### src/rtl/mprx_pkg.sv
package mprx_pkg;

  typedef enum logic [2:0] {
    FR_IDLE,
    FR_START,
    FR_DATA,
    FR_STOP,
    FR_BREAK
  } fr_state_e;

  function automatic logic vote3(input logic [2:0] s);
    return (s[0] & s[1]) | (s[0] & s[2]) | (s[1] & s[2]);
  endfunction

endpackage

### src/rtl/mprx_sync.sv
module mprx_sync #(
  parameter int STAGES = 2
) (
  input  logic clk,
  input  logic rst,
  input  logic d,
  output logic q
);
  logic [STAGES-1:0] sr;

  // line idles high, so the chain resets to 1
  always_ff @(posedge clk) begin
    if (rst) sr <= '1;
    else     sr <= {sr[STAGES-2:0], d};
  end

  assign q = sr[STAGES-1];
endmodule

### src/rtl/mprx_framer.sv
module mprx_framer
  import mprx_pkg::*;
#(
  parameter int OVS = 16,
  parameter int DW  = 9
) (
  input  logic          clk,
  input  logic          rst,
  input  logic          tick,
  input  logic          rxs,
  input  logic          mode9,
  output logic          in_frame,
  output logic          done,
  output logic          stop_ok,
  output logic          msb_hit,
  output logic [DW-1:0] data
);
  localparam int SW = $clog2(OVS);
  localparam int BW = $clog2(DW);
  localparam logic [SW-1:0] VOTE_AT = SW'(OVS / 2);
  localparam logic [SW-1:0] SUB_END = SW'(OVS - 1);
  localparam logic [BW-1:0] LAST_9  = BW'(DW - 1);
  localparam logic [BW-1:0] LAST_8  = BW'(DW - 2);

  fr_state_e     state;
  logic [SW-1:0] sub;
  logic [BW-1:0] bitn;
  logic [DW-1:0] shreg;
  logic [1:0]    win;
  logic          vote;
  logic          last_bit;

  // majority of the two previous samples and the current one
  assign vote     = vote3({win, rxs});
  assign last_bit = (bitn == (mode9 ? LAST_9 : LAST_8));
  assign in_frame = (state == FR_START) || (state == FR_DATA) || (state == FR_STOP);
  assign data     = mode9 ? shreg : {1'b0, shreg[DW-1:1]};

  always_ff @(posedge clk) begin
    if (rst) begin
      state   <= FR_IDLE;
      sub     <= '0;
      bitn    <= '0;
      shreg   <= '0;
      win     <= '1;
      done    <= 1'b0;
      stop_ok <= 1'b1;
      msb_hit <= 1'b0;
    end else begin
      done    <= 1'b0;
      msb_hit <= 1'b0;
      if (tick) begin
        win <= {win[0], rxs};
        unique case (state)
          FR_IDLE: begin
            if (!rxs) begin
              state <= FR_START;
              sub   <= '0;
            end
          end
          FR_START: begin
            sub <= sub + 1'b1;
            if (sub == VOTE_AT && vote) begin
              state <= FR_IDLE;            // false start
            end else if (sub == SUB_END) begin
              state <= FR_DATA;
              sub   <= '0;
              bitn  <= '0;
            end
          end
          FR_DATA: begin
            sub <= sub + 1'b1;
            if (sub == VOTE_AT) begin
              shreg <= {vote, shreg[DW-1:1]};
              if (last_bit) msb_hit <= vote;
            end
            if (sub == SUB_END) begin
              sub <= '0;
              if (last_bit) state <= FR_STOP;
              else          bitn  <= bitn + 1'b1;
            end
          end
          FR_STOP: begin
            sub <= sub + 1'b1;
            if (sub == VOTE_AT) begin
              done    <= 1'b1;
              stop_ok <= vote;
              state   <= vote ? FR_IDLE : FR_BREAK;
            end
          end
          FR_BREAK: begin
            if (rxs) state <= FR_IDLE;
          end
          default: state <= FR_IDLE;
        endcase
      end
    end
  end

  // a completion strobe never repeats on the next cycle
  assert_done_single_R2: assert property (@(posedge clk) disable iff (rst)
    done |=> !done);

  // a frame ending on a low stop bit is followed by the break wait, not a start
  assert_break_after_low_stop_R4: assert property (@(posedge clk) disable iff (rst)
    (done && !stop_ok) |-> (state == FR_BREAK));

endmodule

### src/rtl/mprx_idle_det.sv
module mprx_idle_det #(
  parameter int OVS = 16,
  parameter int DW  = 9
) (
  input  logic clk,
  input  logic rst,
  input  logic tick,
  input  logic rxs,
  input  logic in_frame,
  input  logic ilt,
  input  logic mode9,
  output logic line_idle
);
  // idle character = start + data + stop bits, all high
  localparam int THR9 = OVS * (DW + 2);
  localparam int THR8 = OVS * (DW + 1);
  localparam int CW   = $clog2(THR9 + 1);

  logic [CW-1:0] cnt;
  logic [CW-1:0] thr;

  assign thr       = mode9 ? CW'(THR9) : CW'(THR8);
  assign line_idle = (cnt >= thr);

  always_ff @(posedge clk) begin
    if (rst) begin
      cnt <= '0;
    end else if (tick) begin
      if (!rxs)                cnt <= '0;
      else if (ilt && in_frame) cnt <= '0;
      else if (cnt < thr)      cnt <= cnt + 1'b1;
    end
  end

  // a low sample always drops the idle indication on the next cycle
  assert_low_breaks_idle_R6: assert property (@(posedge clk) disable iff (rst)
    (tick && !rxs) |=> !line_idle);

endmodule

### src/rtl/mpuart_rx.sv
module mpuart_rx #(
  parameter int OVS         = 16,
  parameter int DW          = 9,
  parameter int SYNC_STAGES = 2
) (
  input  logic          clk,
  input  logic          rst,
  input  logic          tick,
  input  logic          rx,
  input  logic          rwu_set,
  input  logic          wake_sel,
  input  logic          ilt,
  input  logic          mode9,
  input  logic          ack,
  output logic [DW-1:0] rx_data,
  output logic          rdrf,
  output logic          idle,
  output logic          fe,
  output logic          ovr,
  output logic          rwu
);
  logic          rxs;
  logic          in_frame;
  logic          fr_done;
  logic          fr_stop;
  logic          fr_msb;
  logic [DW-1:0] fr_data;
  logic          line_idle;

  logic [DW-1:0] data_q;
  logic          rdrf_q, idle_q, fe_q, ovr_q, rwu_q, seen_q;
  logic          store;

  mprx_sync #(.STAGES(SYNC_STAGES)) i_sync (
    .clk (clk),
    .rst (rst),
    .d   (rx),
    .q   (rxs)
  );

  mprx_framer #(.OVS(OVS), .DW(DW)) i_framer (
    .clk      (clk),
    .rst      (rst),
    .tick     (tick),
    .rxs      (rxs),
    .mode9    (mode9),
    .in_frame (in_frame),
    .done     (fr_done),
    .stop_ok  (fr_stop),
    .msb_hit  (fr_msb),
    .data     (fr_data)
  );

  mprx_idle_det #(.OVS(OVS), .DW(DW)) i_idle (
    .clk       (clk),
    .rst       (rst),
    .tick      (tick),
    .rxs       (rxs),
    .in_frame  (in_frame),
    .ilt       (ilt),
    .mode9     (mode9),
    .line_idle (line_idle)
  );

  assign store = fr_done && !rwu_q;

  always_ff @(posedge clk) begin
    if (rst) begin
      rwu_q  <= 1'b0;
      seen_q <= 1'b0;
      rdrf_q <= 1'b0;
      idle_q <= 1'b0;
      fe_q   <= 1'b0;
      ovr_q  <= 1'b0;
      data_q <= '0;
    end else begin
      // standby state: software sets, hardware clears
      if (rwu_set)                               rwu_q <= 1'b1;
      else if (rwu_q && !wake_sel && line_idle)  rwu_q <= 1'b0;
      else if (rwu_q &&  wake_sel && fr_msb)     rwu_q <= 1'b0;

      if (ack) begin
        rdrf_q <= 1'b0;
        idle_q <= 1'b0;
        fe_q   <= 1'b0;
        ovr_q  <= 1'b0;
      end

      if (store) begin
        seen_q <= 1'b1;
        if (rdrf_q) begin
          ovr_q <= 1'b1;
        end else begin
          data_q <= fr_data;
          rdrf_q <= 1'b1;
          fe_q   <= !fr_stop;
        end
      end else if (line_idle && seen_q && !(rwu_q && wake_sel)) begin
        // an idle char that ends standby consumes the arming silently
        seen_q <= 1'b0;
        if (!rwu_q) idle_q <= 1'b1;
      end
    end
  end

  assign rx_data = data_q;
  assign rdrf    = rdrf_q;
  assign idle    = idle_q;
  assign fe      = fe_q;
  assign ovr     = ovr_q;
  assign rwu     = rwu_q;

  assert_fe_with_rdrf_R4: assert property (@(posedge clk) disable iff (rst)
    $rose(fe_q) |-> rdrf_q);

  assert_ovr_keeps_data_R5: assert property (@(posedge clk) disable iff (rst)
    $rose(ovr_q) |-> $stable(data_q));

  assert_standby_no_store_R8: assert property (@(posedge clk) disable iff (rst)
    (rwu_q && !rdrf_q) |=> !rdrf_q);

  assert_standby_no_idle_R9: assert property (@(posedge clk) disable iff (rst)
    (rwu_q && !idle_q) |=> !idle_q);

  assert_addr_mode_holds_R12: assert property (@(posedge clk) disable iff (rst)
    (rwu_q && wake_sel && !fr_msb) |=> rwu_q);

endmodule

### config.mk
export PLATFORM = sky130hd
export DESIGN_NAME = mpuart_rx
export DESIGN_NICKNAME = d
export VERILOG_FILES = /design/src/rtl/mprx_pkg.sv /design/src/rtl/mprx_sync.sv /design/src/rtl/mprx_framer.sv /design/src/rtl/mprx_idle_det.sv /design/src/rtl/mpuart_rx.sv
export SDC_FILE = /design/constraint.sdc
export NUM_CORES = 1
export LEC_CHECK = 0
export CAP_MARGIN = 10
export CORE_MARGIN = 5
export CORE_UTILIZATION = 55
export CTS_CLUSTER_SIZE = 20
export DETAILED_ROUTE_END_ITERATION = 8
export PLACE_DENSITY = 0.85
export SYNTH_ARGS = -nofsm -noshare
export SYNTH_HDL_FRONTEND = slang
export SYNTH_SLANG_ARGS = --single-unit
### constraint.sdc
create_clock -name clk -period 2.6 [get_ports clk]
set_input_delay 0.26 -clock clk [delete_from_list [all_inputs] [get_ports clk]]
set_output_delay 0.26 -clock clk [all_outputs]
set_load 0.02 [all_outputs]
==> impl_metrics.ini <==
[floorplanning]
die_h_um = 75.9
core_area_sq_mm = 0.00429
dieArea_sq_mm = 0.00576
rows = 24
io_pins = 23
start_util_pct = 55.6
fp.dieW_um = 75.9

[timing]
fin_crit_ns = 2.03
worstMarginPinSlew_ns = 0.614
finalHoldViolCount = 0
finClkSkew_ns = 0.0102
drv_slew = 0
max-slew-margin-rel_pct = 59.0
max_freq_mhz = 494
rsz0062_at_grt = false
finalCritPeriodShare_pct = 77.9
setup_viol = 0
tns_ns = 0

[worst_setup_path]
critPathMaxFanout = 12
cpPeakStageDelay_ns = 0.61
cp.depth = 5
crit_end = i_framer.state[0]
end_kind = register
cp_slowest_cell = dfxtp_1
startpoint = i_framer.state[2]
crit_required_ns = 2.84
crit_family = compound AO/OA/AOI/OAI gates
rrSetupSlack_ns = 0.57
startpoint_type = register
crit_arrival_ns = 2.27
r2r_cells = 5
crit_type = register to register
worstPathCellList = xnor2_1, o21ai_1, o32ai_2, or4b_1, o21ai_1
rr_startpoint = i_framer.state[2]
path_buf_inv = 0
cp_common_cell = o21ai_1
r2r-end = i_framer.state[0]

[detailed_routing]
wirelength_mm = 4.93
viasPerCell = 5.83
drtAntennaViolNets = 0
firstDrtPassIters = 5
vias = 2006
drt_iter0_markers = 142
wl_per_cell_um = 14.3
drc_errors = 0

[place]
gp_congestion = 0.873
placed_cells = 336
dp_hpwl_mm = 3.41
port_buffers = 22

[clock_network]
cts_sinks = 50
clk_pin_slew_ns = 0.10
cts_htree_levels = 2
cts_buffers = 5
insertion_delay_ns = 0.31
cts_buffer_depth = 2
tritoncts = built
root_buffer = clkbuf_8
cts_hold_buf = 0
cts_resized = 0
postCtsSetupBuffers = 0

[synth]
synth_commonest_cells = dfxtp_1 (50), nor2_1 (37), mux2i_1 (20)
ys_warn_count = 0
synth_nets = 283
synth_most_common_cell = dfxtp_1
avgSynthCellArea_sq_um = 8.91
synth_ff_type = dfxtp_1
synth_top_cell_by_area = dfxtp_1
synth_area_leaders = dfxtp_1 (42%), mux2i_1 (8.4%), nor2_1 (5.8%)
netlist.area_leader.share_pct = 41.9
synthesis.area_sq_mm = 0.00239
yosys.cell_types.count = 57
ys_seq_elements = 50
synth_edf_count = 0
syn-instance-count = 268
synth_async_sr_flop_share_pct = 0
yosysSeqAreaShare_pct = 41.9

[grt]
globalRouteOverflowTotal = 0
grt_max_degree = 24
grt_pass1_wl_mm = 8.46
grt_pass1_vias = 1859
antenna_found_initial = 0
track_usage_pct = 17.4

[power_and_ir_drop]
peakVddDrop_mv = 0.427
leakage_uw = 0.000994
p_per_area_mw_per_mm2 = 591

[status]
outcome = complete, no violations

[layout]
antennaDiodeCount = 0
area_growth_pct = 16.0
fin_cells = 344
fin_nets = 306
drive_gt1_share_pct = 10.6
fill_cells = 367

[hold_path]
hp-class = register to register
worstHoldStart = i_sync.sr[0]

[job]
drv_cap = 0
## metal layers
metal	routed length (um)	track usage (%)	up-vias
met2	2330	27.6	62
met1	2230	22.1	936
met4	92	7.30	0
met5	0	0	-
met3	283	4.74	11
li1	-	-	997
## worst reg2reg max path, delay by kind of cell (launching register included)
kind | cells | cell delay (ns)
simple gates | 1 | 0.48
flops | 1 | 0.61
compound gates | 3 | 0.67
xor+xnor | 1 | 0.20
## cell usage in the layout (no fill, tap or decap), drive strengths merged, types with 6 or more instances in the layout
cell | netlist | routed
o21ai | 15 | 15
clkbuf | 5 | 6
a211oi | 8 | 8
nand2b | 6 | 6
inv | 11 | 12
nand2 | 17 | 17
nand3 | 12 | 12
a21oi | 16 | 16
nor2 | 38 | 38
ha | 6 | 6
dfxtp | 50 | 50
mux2i | 20 | 20
clkdlybuf4s50 | 0 | 22
## cells by family (layout without fill, tap and decap cells)
group	after synthesis	after routing	synth area share, %
AO/OA/AOI/OAI	57	57	16.6
AND/OR/NAND/NOR	105	105	22.6
adder cells (fa/ha/maj)	7	7	3.61
XOR/XNOR	6	6	2.51
buffers and inverters	23	47	4.45
multiplexers	20	20	8.38
flip-flops	50	50	41.9
## power by group
part	switching [uW]	internal, uW	total [uW]
Clock	269	317	585
Combinational	129	106	235
Sequential	33.0	783	816
Total	431	1210	1640
## stage by stage
stage / worst slack (ns) / hold slack (ns) / utilization, % / cell area (sq um) / total power (uW)
6_report: 0.575 / 0.425 / 64.5 / 2770 / 1640
5_1_grt: 0.451 / 0.442 / 64.5 / 2770 / 1720
4_1_cts: 0.640 / 0.431 / 64.5 / 2770 / 1640
3_5_place_dp: 0.413 / 0.400 / 61.7 / 2650 / 1060
3_3_place_gp: 0.454 / 0.396 / 61.7 / 2650 / 1050
2_1_floorplan: 0.909 / 0.364 / - / 2390 / 1010
## worst min path at each step
stage / endpoint / slack (ns) / cells past startpoint
floorplan: i_sync.sr[0] / 0.36 / 1
finish: i_sync.sr[1] / 0.42 / 1
global route: i_sync.sr[1] / 0.44 / 1
CTS: i_sync.sr[1] / 0.43 / 1
global placement: i_sync.sr[1] / 0.40 / 1
detailed placement: i_sync.sr[1] / 0.40 / 1
## area by class of cell
type	count	area, sq um	share of cell area [%]
Clock inverter	2	38.8	1.40
Timing Repair Buffer	27	258	9.30
Tap cell	52	65.1	2.35
Sequential cell	50	1000	36.1
Multi-Input combinational cell	195	1280	46.2
Inverter	12	45.0	1.63
Clock buffer	6	82.6	2.98
## state kept, by name, indices dropped and copies added, names as in the netlist, 2 cells and up
signal          cells
i_framer.bitn       4
i_framer.state      3
i_idle.cnt          8
i_framer.shreg      9
i_framer.win        2
i_sync.sr           2
i_framer.sub        4
rx_data             9
(Power assumes the default switching activity.)
